`src/rtl/trap_pkg.sv`:
```
// Shared constants and types for the exception control unit.
// Assumes a 32-bit Status/Cause layout with eight interrupt lines.
package trap_pkg;
    localparam int ST_IE     = 0;
    localparam int ST_EXL    = 1;
    localparam int ST_ERL    = 2;
    localparam int ST_IM_LO  = 8;
    localparam int ST_BEV    = 22;
    localparam int CA_CODE_LO = 2;
    localparam int CA_IP_LO  = 8;
    localparam int CA_BD     = 31;
    localparam int CODE_W    = 5;

    localparam logic [31:0] STATUS_RST   = 32'h0040_0000;
    localparam logic [31:0] STATUS_WMASK = 32'h0040_FF07;
    localparam logic [31:0] CONFIG_VAL   = 32'h00C0_8FF0;

    typedef enum logic [1:0] {
        SEL_STATUS = 2'd0,
        SEL_EPC    = 2'd1,
        SEL_ERREPC = 2'd2,
        SEL_NONE   = 2'd3
    } wsel_e;

    typedef enum logic [1:0] {
        ACT_NONE = 2'd0,
        ACT_EXC  = 2'd1,
        ACT_IRQ  = 2'd2,
        ACT_RET  = 2'd3
    } act_e;
endpackage

```
`src/rtl/trap_irq_eval.sv`:
```
// Interrupt pending evaluation.
// Combines the enable and level bits of Status with the masked Cause lines.
// Assumes mask and pending fields have the same width.
module trap_irq_eval #(
    parameter int NLINES = 8
) (
    input  logic              ie,
    input  logic              exl,
    input  logic              erl,
    input  logic              disable_all,
    input  logic [NLINES-1:0] mask,
    input  logic [NLINES-1:0] lines,
    output logic              pending
);
    // pending only when enabled, outside any handler, and a masked line is set
    always_comb begin
        pending = ie && !exl && !erl && !disable_all && (|(mask & lines));
    end
endmodule

```
`src/rtl/trap_vector.sv`:
```
// Exception target selection.
// Adds a fixed handler offset to the boot or the normal base, chosen by BEV.
module trap_vector #(
    parameter int          XLEN      = 64,
    parameter logic [63:0] BOOT_BASE = 64'hFFFF_FFFF_BFC0_0200,
    parameter logic [63:0] NORM_BASE = 64'hFFFF_FFFF_8000_0000,
    parameter logic [63:0] VEC_OFF   = 64'h0000_0000_0000_0180
) (
    input  logic            bev,
    output logic [XLEN-1:0] target
);
    localparam logic [63:0] BOOT_T = BOOT_BASE + VEC_OFF;
    localparam logic [63:0] NORM_T = NORM_BASE + VEC_OFF;

    // choose the handler address from the boot-vector bit
    always_comb begin
        target = bev ? BOOT_T[XLEN-1:0] : NORM_T[XLEN-1:0];
    end
endmodule

```
`src/rtl/trap_timer.sv`:
```
// Count register and timer line latch.
// Count increments every cycle and is reloaded from the compare value on a
// timer event. The latch holds the timer interrupt line until cleared.
// A fire and a clear in the same cycle leave the latch set.
module trap_timer #(
    parameter int CNT_W = 32
) (
    input  logic             clk,
    input  logic             rst_n,
    input  logic             fire,
    input  logic             clr,
    input  logic [CNT_W-1:0] compare,
    output logic [CNT_W-1:0] count,
    output logic             line
);
    // advance or reload the counter
    always_ff @(posedge clk) begin
        if (!rst_n)    count <= '0;
        else if (fire) count <= compare;
        else           count <= count + 1'b1;
    end

    // hold the timer interrupt line until it is cleared
    always_ff @(posedge clk) begin
        if (!rst_n)     line <= 1'b0;
        else if (fire)  line <= 1'b1;
        else if (clr)   line <= 1'b0;
    end
endmodule

```
`src/rtl/cp0_trap_ctrl.sv`:
```
// Exception and interrupt control unit.
// Holds Status, Cause, EPC and ErrorEPC. It accepts exception, interrupt and
// return requests with fixed priority, and issues a one-cycle redirect.
// Assumes irq_take is raised only after irq_pending was observed.
module cp0_trap_ctrl #(
    parameter int          XLEN      = 64,
    parameter int          NLINES    = 8,
    parameter int          CNT_W     = 32,
    parameter int          FP_W      = 16,
    parameter logic [63:0] BOOT_BASE = 64'hFFFF_FFFF_BFC0_0200,
    parameter logic [63:0] NORM_BASE = 64'hFFFF_FFFF_8000_0000,
    parameter logic [63:0] VEC_OFF   = 64'h0000_0000_0000_0180
) (
    input  logic              clk,
    input  logic              rst_n,
    input  logic              exc_req,
    input  logic [4:0]        exc_code,
    input  logic              exc_in_delay,
    input  logic [XLEN-1:0]   cur_pc,
    input  logic              irq_take,
    input  logic [NLINES-1:0] irq_lines,
    input  logic              irq_disable,
    input  logic              eret,
    input  logic              timer_fire,
    input  logic              timer_clr,
    input  logic [CNT_W-1:0]  timer_compare,
    input  logic              wr_en,
    input  logic [1:0]        wr_sel,
    input  logic [XLEN-1:0]   wr_data,
    output logic              redirect_vld,
    output logic [XLEN-1:0]   redirect_pc,
    output logic              irq_pending,
    output logic              ll_clear,
    output logic [31:0]       status_q,
    output logic [31:0]       cause_q,
    output logic [XLEN-1:0]   epc_q,
    output logic [XLEN-1:0]   error_epc_q,
    output logic [31:0]       config_q,
    output logic [CNT_W-1:0]  count_q,
    output logic [FP_W-1:0]   fp_count
);
    import trap_pkg::*;

    localparam int IP_HI = CA_IP_LO + NLINES - 1;
    localparam int IM_HI = ST_IM_LO + NLINES - 1;
    localparam int CODE_HI = CA_CODE_LO + CODE_W - 1;

    logic              timer_line;
    logic [NLINES-1:0] lines_live;
    logic [XLEN-1:0]   vec_target;
    logic              pend;
    act_e              act;
    logic              take;
    logic [CODE_W-1:0] code_sel;
    wsel_e             wsel;

    trap_timer #(.CNT_W(CNT_W)) u_timer (
        .clk     (clk),
        .rst_n   (rst_n),
        .fire    (timer_fire),
        .clr     (timer_clr),
        .compare (timer_compare),
        .count   (count_q),
        .line    (timer_line)
    );

    trap_irq_eval #(.NLINES(NLINES)) u_eval (
        .ie          (status_q[ST_IE]),
        .exl         (status_q[ST_EXL]),
        .erl         (status_q[ST_ERL]),
        .disable_all (irq_disable),
        .mask        (status_q[IM_HI:ST_IM_LO]),
        .lines       (cause_q[IP_HI:CA_IP_LO]),
        .pending     (pend)
    );

    trap_vector #(
        .XLEN(XLEN), .BOOT_BASE(BOOT_BASE), .NORM_BASE(NORM_BASE), .VEC_OFF(VEC_OFF)
    ) u_vec (
        .bev    (status_q[ST_BEV]),
        .target (vec_target)
    );

    // merge the timer latch onto the highest interrupt line
    always_comb begin
        lines_live = irq_lines;
        lines_live[NLINES-1] = irq_lines[NLINES-1] | timer_line;
    end

    // pick the single event accepted this cycle
    always_comb begin
        if (exc_req)                act = ACT_EXC;
        else if (irq_take && pend)  act = ACT_IRQ;
        else if (eret)              act = ACT_RET;
        else                        act = ACT_NONE;
        take     = (act == ACT_EXC) || (act == ACT_IRQ);
        code_sel = (act == ACT_EXC) ? exc_code : '0;
        wsel     = wr_en ? wsel_e'(wr_sel) : SEL_NONE;
    end

    assign irq_pending = pend;
    assign config_q    = CONFIG_VAL;

    // update Status on exceptions, returns and writes
    always_ff @(posedge clk) begin
        if (!rst_n) begin
            status_q <= STATUS_RST;
        end else begin
            case (act)
                ACT_EXC, ACT_IRQ: status_q[ST_EXL] <= 1'b1;
                ACT_RET: begin
                    if (status_q[ST_ERL]) status_q[ST_ERL] <= 1'b0;
                    else                  status_q[ST_EXL] <= 1'b0;
                end
                default: begin
                    if (wsel == SEL_STATUS) status_q <= wr_data[31:0] & STATUS_WMASK;
                end
            endcase
        end
    end

    // refresh Cause lines every cycle and record code and delay flag
    always_ff @(posedge clk) begin
        if (!rst_n) begin
            cause_q <= '0;
        end else begin
            cause_q[IP_HI:CA_IP_LO] <= lines_live;
            if (take) begin
                cause_q[CODE_HI:CA_CODE_LO] <= code_sel;
                if (!status_q[ST_EXL]) cause_q[CA_BD] <= exc_in_delay;
            end
        end
    end

    // capture the return address outside a handler, or take a write
    always_ff @(posedge clk) begin
        if (!rst_n)                                    epc_q <= '0;
        else if (take && !status_q[ST_EXL])            epc_q <= cur_pc;
        else if (act == ACT_NONE && wsel == SEL_EPC)   epc_q <= wr_data;
    end

    // load the error return address from the write port only
    always_ff @(posedge clk) begin
        if (!rst_n)                                      error_epc_q <= '0;
        else if (act == ACT_NONE && wsel == SEL_ERREPC)  error_epc_q <= wr_data;
    end

    // issue the redirect pulse and load-linked clear
    always_ff @(posedge clk) begin
        if (!rst_n) begin
            redirect_vld <= 1'b0;
            redirect_pc  <= '0;
            ll_clear     <= 1'b0;
        end else begin
            redirect_vld <= (act != ACT_NONE);
            ll_clear     <= (act == ACT_RET);
            if (take)                 redirect_pc <= vec_target;
            else if (act == ACT_RET)  redirect_pc <= status_q[ST_ERL] ? error_epc_q : epc_q;
        end
    end

    // count interrupt requests that found nothing pending
    always_ff @(posedge clk) begin
        if (!rst_n)
            fp_count <= '0;
        else if (irq_take && !exc_req && !irq_disable && !pend)
            fp_count <= fp_count + 1'b1;
    end
endmodule

```
`config.mk`:
```
export PLATFORM = sky130hd
export DESIGN_NAME = cp0_trap_ctrl
export DESIGN_NICKNAME = d
export VERILOG_FILES = /design/src/rtl/trap_pkg.sv /design/src/rtl/trap_irq_eval.sv /design/src/rtl/trap_vector.sv /design/src/rtl/trap_timer.sv /design/src/rtl/cp0_trap_ctrl.sv
export SDC_FILE = /design/constraint.sdc
export NUM_CORES = 1
export LEC_CHECK = 0
export BUFFER_PORTS_ARGS = -buffer_cell sky130_fd_sc_hd__buf_2
export CORE_MARGIN = 2
export CORE_UTILIZATION = 30
export DETAILED_ROUTE_END_ITERATION = 8
export GPL_TIMING_DRIVEN = 0
export PLACE_DENSITY = 0.66
export SKIP_LAST_GASP = 1
export SLEW_MARGIN = 25
export SYNTH_ARGS = -nofsm -noshare
export SYNTH_HDL_FRONTEND = slang
export SYNTH_SLANG_ARGS = --single-unit
```
`constraint.sdc`:
```
create_clock -name clk -period 3.65 [get_ports clk]
set_clock_uncertainty 0.15 [all_clocks]
set_input_delay 0.73 -clock clk [delete_from_list [all_inputs] [get_ports clk]]
set_output_delay 0.73 -clock clk [all_outputs]
set_load 0.1 [all_outputs]
```
==> results.tsv, run 1 <==
metric	value	unit
dr.pass1.iters	5	
yosysWarningCount	0	
core	0.0407	mm2
ff2ff_path_depth	12	
crit_required	3980	ps
whs_endpoint	cause_q[13]$_SDFF_PN0_	
clk_path_buf_depth	3	
utilization	41.0	%
fillers	4154	
yosys-top-cells-area	dfxtp_1, mux2i_1, nand2_1	
highest_layer	met5	
slew_violations	0	
r2r_start	status_q[2]$_SDFFE_PN0P_	
clock-sinks	269	
synth-edff-count	0	
antenna_left	0	
period_needed	3500	ps
fin_setup_tns	0	ps
max_stage_delay	480	ps
tritoncts	built	
synth_top_cell_area_share	43.5	%
synthArstFlopShare	0	%
grt_overflow_total	0	
clock_latency	570	ps
num_rows	74	
worst-path-max-fanout	10	
die_w	207	um
holdWs	221	ps
htreeDepth	1	
ys_seq_area_share	43.5	%
io-pin-count	524	
hp-class	in2reg	
post_drt_wl_per_cell	20.6	um
regArea	0.00540	mm2
relSlewSlack	36.6	%
r2r_end	epc_q[20]$_SDFFE_PN0P_	
wl_met1	21.3	mm
critPathKind	reg2reg	
io_buffers	451	
p_leak	7.50	nW
hold_viol	0	
rsz0062_at_grt	no	
dr_wl_met3	4.43	mm
gr-usage-all-layers	22.9	%
crit_arrival	3830	ps
cts_hold_buf	0	
status	finished, final reports clean	
drv_cap	0	
yosysTopAreaCell	dfxtp_1	
grt_first_pass_wirelength	77.4	mm
finalWorstSetupSlack	148	ps
worstHoldStart	irq_lines[5]	
via_per_inst	5.13	
dp_hpwl	40.3	mm
clk_pin_slew	60	ps
die_y	207	um
ys_types	55	
pre_cts_ws	-1000	ps
met2_length	24.9	mm
syn2layout_area_growth	35.0	%
gp_congestion	0.939	
grt_pass1_vias	12600	
setup_viol	0	
max_freq	286	MHz
vias	13000	
crit_chain	or3b_4, nor3b_4, a21oi_1, or2_2, ha_2, nand2b_1, clkbuf_1, nand4_1, buf_4, clkbuf_2, o22ai_1, a22oi_1	
synth_seq_cells	269	
die-area	0.0429	mm2
power.total	0.00967	W
synthTopCellsByCount	dfxtp_1, nand2_1, mux2i_1	
path_buf_inv	3	
synth.avg_cell_area	8.73	um2
cp-end-kind	register	
drt-initial-drc-count	906	
r2r_slack	150	ps
hold_depth	2	
multi_input_area	0.00613	mm2
syn_area	0.0124	mm2
start_util	30.4	%
antenna_found_initial	9	
finalCritPeriodShare	95.9	%
final_nets	2161	
irDropWorstVdd	0.367	mV
yosysMostFrequentCell	dfxtp_1	
drive_gt1_share	33.6	%
drc	0	
synth-main-ff-cell	dfxtp_1	
startpoint_type	register	
grt_max_degree	15	
clock-root-buffer	clkbuf_16	
powerDensity	579	mW/mm2
numCtsBuffers	30	
crit_family	simple AND/OR/NAND/NOR gates	
synth_cells	1418	
worst_pin_slew	942	ps
routed_wl	52.1	mm
cpMaxStageDelayCell	or3b_4	
cell usage in the layout, fill, tap and decap left out, drive strengths merged, types with 3 or more instances in the layout:
cell type / instances
and3: 5
a21oi: 79
a2111oi: 3
buf: 561
a211oi: 25
dfxtp: 269
ha: 3
inv: 9
nand3: 31
nor2: 37
bufinv: 3
and2: 9
or4: 9
nand2b: 23
a22oi: 88
or3: 17
xnor2: 7
diode: 9
nand4: 11
nor3: 10
a31oi: 10
and4: 8
mux2i: 120
nor2b: 14
mux2: 20
nor4: 8
o21ai: 64
conb: 70
clkinv: 6
nand2: 258
o22ai: 64
clkbuf: 125
o31ai: 5
metrics by stage:
| stage | instances | instance area, um2 |
|---|---|---|
| 4_1_cts | 2525 | 16700 |
| 6_report | 2535 | 16700 |
| 3_3_place_gp | 2469 | 15600 |
| 2_1_floorplan | 1486 | 12600 |
| 3_5_place_dp | 2470 | 15600 |
| 5_1_grt | 2530 | 16700 |
flip-flops by register name, summed over array words and instances, names as in the netlist:
register	cells
redirect_pc	64
error_epc_q	64
u_timer.line	1
epc_q	64
redirect_vld	1
cause_q	14
u_timer.count	32
fp_count	16
ll_clear	1
status_q	12
layout make-up:
type	instances	area share, %
sequential	269	32.3
buffer	187	6.75
inverter	9	0.202
clock inverter	10	0.764
multi-input combinational	1020	36.7
antenna	9	0.135
clock buffer	43	5.39
tap	532	3.98
timing repair buffer	456	13.8
timing repair:
action,CTS,global route
cloned,0,0
endpoints found under the setup margin,122,68
setup buffers,3,1
gates resized for setup,21,5
pin swaps,2,0
power by group:
part	internal (W)	total [W]	leakage, nW	switching, W
combinational	0.000558	0.00314	4.77	0.00258
sequential	0.00317	0.00336	2.22	0.000195
clock	0.00191	0.00317	0.510	0.00126
total	0.00563	0.00967	7.50	0.00404
worst register-to-register path, cell delays in order (launching register included):
cell and delay [ps]:
dfxtp_1 410, or3b_4 480, nor3b_4 220, a21oi_1 90, or2_2 280, ha_2 440
nand2b_1 80, clkbuf_1 170, nand4_1 130, buf_4 260, clkbuf_2 340, o22ai_1 160
a22oi_1 220
metal layers:
layer | vias to the layer above | GRT usage, %
met1 | 6187 | 28.3
met4 | 2 | 7.29
li1 | 6049 | -
met5 | - | 0
met2 | 666 | 39.5
met3 | 103 | 5.18
cell families (layout without fill, tap and decap cells):
logic type | after synthesis | in the layout | share of synthesized area, %
buf+inv | 197 | 705 | 9.18
other cells | 2 | 79 | 0.0607
compound gates | 349 | 349 | 17.7
fa+ha+maj | 3 | 3 | 0.303
mux | 140 | 140 | 11.5
flops | 269 | 269 | 43.5
simple gates | 449 | 449 | 17.1
xor+xnor | 9 | 9 | 0.637
how the worst max path moves through the flow:
stage	start	to	slack [ps]	depth (start not counted)
after floorplan	cause_q[9]$_SDFF_PN0_	epc_q[21]$_SDFFE_PN0P_	0.2	13
after global placement	status_q[2]$_SDFFE_PN0P_	epc_q[40]$_SDFFE_PN0P_	-960	12
after detailed placement	status_q[2]$_SDFFE_PN0P_	epc_q[20]$_SDFFE_PN0P_	-1000	12
after CTS	cause_q[15]$_SDFF_PN0_	epc_q[21]$_SDFFE_PN0P_	6	12
after global routing	status_q[2]$_SDFFE_PN0P_	epc_q[46]$_SDFFE_PN0P_	20	12
final	status_q[2]$_SDFFE_PN0P_	epc_q[20]$_SDFFE_PN0P_	150	12
Power figures use the tool's default switching activity.
==> run 2, diff against run 1 <==
BUFFER_PORTS_ARGS = -buffer_cell sky130_fd_sc_hd__buf_4   (was -buffer_cell sky130_fd_sc_hd__buf_2)
==> run 2 against run 1 <==
Effect of this change: sequential share of layout area decreased by 2.1 points; sequential power about the same; utilization grew 2.9 points; maximum frequency grew 0.27%; count of clock-buffer cells in the layout rose by 6; first-iteration DRC count shrank 5.3%.
==> results.tsv, run 2 (synthesis results as in run 1) <==
metric	value	unit
switching_share	41.6	%
gr-usage-all-layers	23.6	%
worstHoldStart	irq_lines[2]	
io_buffers	451	
finalCritPeriodShare	95.7	%
antenna_left	0	
p_clk_share	32.7	%
powerDensity	557	mW/mm2
layout_common_cells	buf_4, dfxtp_1, nand2_1	
crit_arrival	3760	ps
htreeDepth	2	
clock_latency	550	ps
die_y	207	um
p_switching	0.00414	W
internal-power	0.00581	W
via_per_inst	5.10	
post_drt_wl_per_cell	21.0	um
hold_viol	0	
cp-end-kind	register	
r2r_slack	160	ps
seq_power_share	33.9	%
rsz0062_at_grt	yes	
final_nets	2163	
final_area	0.0179	mm2
grt_overflow_total	0	
whs_endpoint	cause_q[10]$_SDFF_PN0_	
cts_hold_buf	0	
die_w	207	um
routed_wl	53.1	mm
hp-class	in2reg	
startpoint_type	register	
p_leak	7.72	nW
holdWs	254	ps
placed_area	0.0167	mm2
grt_first_pass_wirelength	78.3	mm
numCtsBuffers	34	
status	finished, final reports clean	
max_freq	286	MHz
die-area	0.0429	mm2
mostFrequentLayoutCell	buf_4	
drv_cap	0	
vias	12900	
reg_top3	epc_q (64), error_epc_q (64), redirect_pc (64)	
drt-initial-drc-count	858	
io-pin-count	524	
drc	0	
relSlewSlack	35.9	%
tritoncts	built	
worst_pin_slew	953	ps
grt_pass1_vias	12600	
dp_hpwl	40.8	mm
grt_max_degree	13	
drive_gt1_share	33.5	%
r2r_start	status_q[2]$_SDFFE_PN0P_	
antenna_found_initial	1	
crit_required	3920	ps
clock-sinks	269	
ff2ff_path_depth	13	
setup_viol	0	
syn2layout_area_growth	44.4	%
clock-root-buffer	clkbuf_16	
worst-path-max-fanout	10	
start_util	30.4	%
p_comb_share	33.3	%
critPathKind	reg2reg	
core	0.0407	mm2
hold_depth	2	
clk_path_buf_depth	3	
fillers	4049	
period_needed	3490	ps
r2r_end	epc_q[3]$_SDFFE_PN0P_	
irDropWorstVdd	0.419	mV
num_rows	74	
clk_pin_slew	60	ps
slew_violations	0	
gp_congestion	0.937	
dr.pass1.iters	7	
[run 2: cell types whose count changed in the layout (fill, tap and decap cells not counted), moves of 2 or more]
cell       before  now
buf_2         464   15
buf_4          79  532
bufinv_16       3    1
clkbuf_1       70   75
clkbuf_16      31   34
clkbuf_2       12   10
clkbuf_4        4    1
clkbuf_8        8    5
clkinv_2        6    4
diode_2         9    3
inv_6           0    3
[run 2: power by group through the flow]
stage	logic [W]	registers (W)	clock network (W)
final	0.00332	0.00338	0.00326
after detailed placement	0.00330	0.00343	0
after floorplan	0.000918	0.00498	0
after global placement	0.00329	0.00343	0
after CTS	0.00332	0.00337	0.00332
after global routing	0.00343	0.00340	0.00342
[run 2: routing by layer]
| metal | up-vias | share of wire [%] | track usage (%) |
|---|---|---|---|
| li1 | 6054 | - | - |
| met1 | 6173 | 41 | 29.6 |
| met2 | 612 | 48 | 40.4 |
| met3 | 69 | 8.3 | 5.34 |
| met4 | 0 | 2.1 | 6.65 |
| met5 | - | 0 | 0 |
[run 2: what timing repair did]
| item | CTS | global route |
|---|---|---|
| gates resized for setup | 22 | 7 |
| endpoints found under the setup margin | 133 | 83 |
| endpoints found under the hold margin | 0 | 0 |
| buffers inserted | 5 | 0 |
| pin swaps | 2 | 0 |
[run 2: worst max path at each step]
| stage | start | endpoint | slack, ps | cells after the start |
|---|---|---|---|---|
| 2_1_floorplan | cause_q[9]$_SDFF_PN0_ | epc_q[21]$_SDFFE_PN0P_ | 0.2 | 13 |
| 3_3_place_gp | status_q[2]$_SDFFE_PN0P_ | epc_q[40]$_SDFFE_PN0P_ | -940 | 12 |
| 3_5_place_dp | status_q[2]$_SDFFE_PN0P_ | epc_q[40]$_SDFFE_PN0P_ | -1010 | 12 |
| 4_1_cts | status_q[2]$_SDFFE_PN0P_ | epc_q[40]$_SDFFE_PN0P_ | -4 | 12 |
| 5_1_grt | status_q[2]$_SDFFE_PN0P_ | epc_q[3]$_SDFFE_PN0P_ | -40 | 13 |
| 6_report | status_q[2]$_SDFFE_PN0P_ | epc_q[3]$_SDFFE_PN0P_ | 160 | 13 |
[run 2: layout make-up]
type	instances	area, um2	area share, %
multi-input cells	1020	6150	34.4
flip-flops and latches	269	5400	30.2
repair buffers	456	3440	19.2
plain buffers	185	1120	6.24
clock buffers	49	957	5.36
well taps	532	666	3.72
clock inverters	10	104	0.581
inverters	9	33.8	0.189
diodes	3	7.51	0.0420
[run 2: metrics by stage]
| step | cells | total power, W | setup WS, ps | util, % | TNS [ps] |
|---|---|---|---|---|---|
| 2_1_floorplan | 1486 | 0.00589 | 0.172 | - | 0 |
| 3_3_place_gp | 2469 | 0.00671 | -937 | 41.0 | -90450 |
| 3_5_place_dp | 2469 | 0.00673 | -1010 | 41.0 | -74870 |
| 4_1_cts | 2532 | 0.0100 | -4.38 | 43.9 | -6.04 |
| 5_1_grt | 2530 | 0.0103 | -37.2 | 43.9 | -85.5 |
| 6_report | 2533 | 0.00996 | 157 | 43.9 | 0 |
[run 2: worst max-delay path, stage by stage (launching register included)]
cell	delay, ps
dfxtp_1	410
or3b_2	580
nor3b_4	240
buf_4	150
nand2_1	70
a21oi_1	270
ha_4	280
nand2b_1	250
nand4_1	130
buf_4	220
buf_12	150
clkbuf_2	180
o22ai_1	190
a22oi_1	110
==> run 3, diff against run 2 <==
ABC_AREA = 1   (was default)
==> run 3 against run 2 <==
Effect of this change: cell count grew 21%; synthesized cell count rose by 33%; sequential power about the same; largest cell class unchanged; largest power group is now combinational logic; via count up 11%; final area rose by 4.1%.
==> results.tsv, run 3 <==
metric	value	unit
setup_viol	0	
placed_area	0.0175	mm2
grt_first_pass_wirelength	82.7	mm
numPlacedInstances	2992	
drv_cap	0	
yosysTopAreaCell	dfxtp_1	
clock-root-buffer	clkbuf_16	
critPathKind	reg2reg	
antenna_found_initial	3	
worst-path-max-fanout	10	
reg_top3	epc_q (64), error_epc_q (64), redirect_pc (64)	
worstHoldStart	irq_lines[6]	
die_w	213	um
p_leak	8.87	nW
cp-end-kind	register	
die_y	213	um
vias	14400	
synth-edff-count	0	
synth-main-ff-cell	dfxtp_1	
clk_pin_slew	60	ps
core	0.0431	mm2
synth_top_cell_area_share	41.2	%
gr-usage-all-layers	24.3	%
r2r_start	status_q[14]$_SDFFE_PN0P_	
grt_max_degree	12	
startpoint_type	register	
drc	0	
period_needed	3250	ps
clock_latency	550	ps
die-area	0.0453	mm2
grt_overflow_total	0	
finalWorstSetupSlack	397	ps
yosysWarningCount	0	
routed_wl	56.8	mm
grt_pass1_vias	13800	
finalCritPeriodShare	89.1	%
crit_required	3930	ps
max_freq	307	MHz
final_area	0.0186	mm2
tritoncts	built	
fin_cells	3055	
numCtsBuffers	34	
slew_violations	0	
clock-sinks	269	
syn_area	0.0131	mm2
cts_hold_buf	0	
start_util	30.4	%
synth.avg_cell_area	6.93	um2
post_cts_buffers	0	
synth_cells	1887	
synthArstFlopShare	0	%
via_per_inst	4.71	
power.total	0.0104	W
final_nets	2631	
rsz0062_at_grt	no	
num_rows	76	
ys_types	41	
syn2layout_area_growth	42.1	%
htreeDepth	2	
yosysMostFrequentCell	nand2_1	
powerDensity	558	mW/mm2
ys_seq_area_share	41.2	%
antenna_left	0	
io-pin-count	524	
status	finished, final reports clean	
layout_common_cells	buf_4, nand2_1, dfxtp_1	
crit_arrival	3540	ps
clk_path_buf_depth	3	
relSlewSlack	34.8	%
hp-class	in2reg	
yosys-top-cells-area	dfxtp_1, nand2_1, nor2_1	
post_drt_wl_per_cell	18.6	um
dp_hpwl	44.5	mm
pre_cts_ws	98.5	ps
worst_pin_slew	978	ps
drive_gt1_share	26.4	%
cts_repair_resize_count	0	
mostFrequentLayoutCell	buf_4	
crit_start	status_q[14]$_SDFFE_PN0P_	
irDropWorstVdd	0.377	mV
synth_seq_cells	269	
io_buffers	452	
dr.pass1.iters	5	
drt-initial-drc-count	972	
gp_congestion	0.934	
synthTopCellsByCount	nand2_1, dfxtp_1, nor2_1	
fin_setup_tns	0	ps
hold_viol	0	
==> run 3: area by class of cell <==
cell class | instances | area [um2]
clock inverters | 12 | 179
diodes | 2 | 5.00
plain buffers | 184 | 1090
well taps | 585 | 732
multi-input cells | 1278 | 6030
repair buffers | 452 | 3390
inverters | 224 | 843
fillers | 4513 | 24500
flip-flops and latches | 269 | 5390
clock buffers | 49 | 947
==> run 3: worst max-delay path: stages, from the launching register on <==
cell	delay, ps
dfxtp_1	420
nand2_1	70
nand2_1	70
nor2_1	50
nand2_2	140
nand3_4	120
nand2_1	110
nand2_1	60
ha_1	260
buf_2	230
inv_2	150
nor2_2	270
buf_2	370
buf_2	360
o21ai_0	140
nor2_1	110
nor2_1	50
==> run 3: path summary, 6_finish.rpt <==
| kind | to | depth (start not counted) | slack [ps] |
|---|---|---|---|
| setup / recovery | epc_q[1]$_SDFFE_PN0P_ | 16 | 400 |
| hold / removal | cause_q[14]$_SDFF_PN0_ | 3 | 220 |
| setup reg to reg | epc_q[1]$_SDFFE_PN0P_ | 16 | 400 |
| hold reg to reg | error_epc_q[48]$_SDFFE_PN0P_ | 2 | 310 |
==> run 3: metal layers <==
| metal | global-route usage, % | part of all wire, % | routed length [um] | up-vias |
|---|---|---|---|---|
| met3 | 6.53 | 9.1 | 5160 | 91 |
| met1 | 29.9 | 41 | 23200 | 6642 |
| met5 | 0 | 0 | 0 | - |
| met2 | 41.2 | 48 | 27100 | 629 |
| li1 | - | - | - | 7022 |
| met4 | 7.40 | 2.6 | 1460 | 0 |
==> run 3: power by group <==
group / switching, W / internal (W)
clock network: 0.00137 / 0.00210
registers: 0.000189 / 0.00316
logic: 0.00279 / 0.000774
==> run 3: cell families (layout without fill, tap and decap cells) <==
logic type,after synthesis,after routing,share of synthesized area [%]
flops,269,269,41.2
other cells,2,72,0.0574
buf+inv,408,921,14.8
compound gates,356,356,16.4
simple gates,833,833,26.2
xor+xnor,16,16,1.07
fa+ha+maj,3,3,0.287
==> run 3: stage by stage <==
stage / hold WS (ps) / utilization (%)
2_1_floorplan: 288 / -
3_3_place_gp: 302 / 40.5
3_5_place_dp: 304 / 40.6
4_1_cts: 191 / 43.2
5_1_grt: 202 / 43.2
6_report: 219 / 43.2
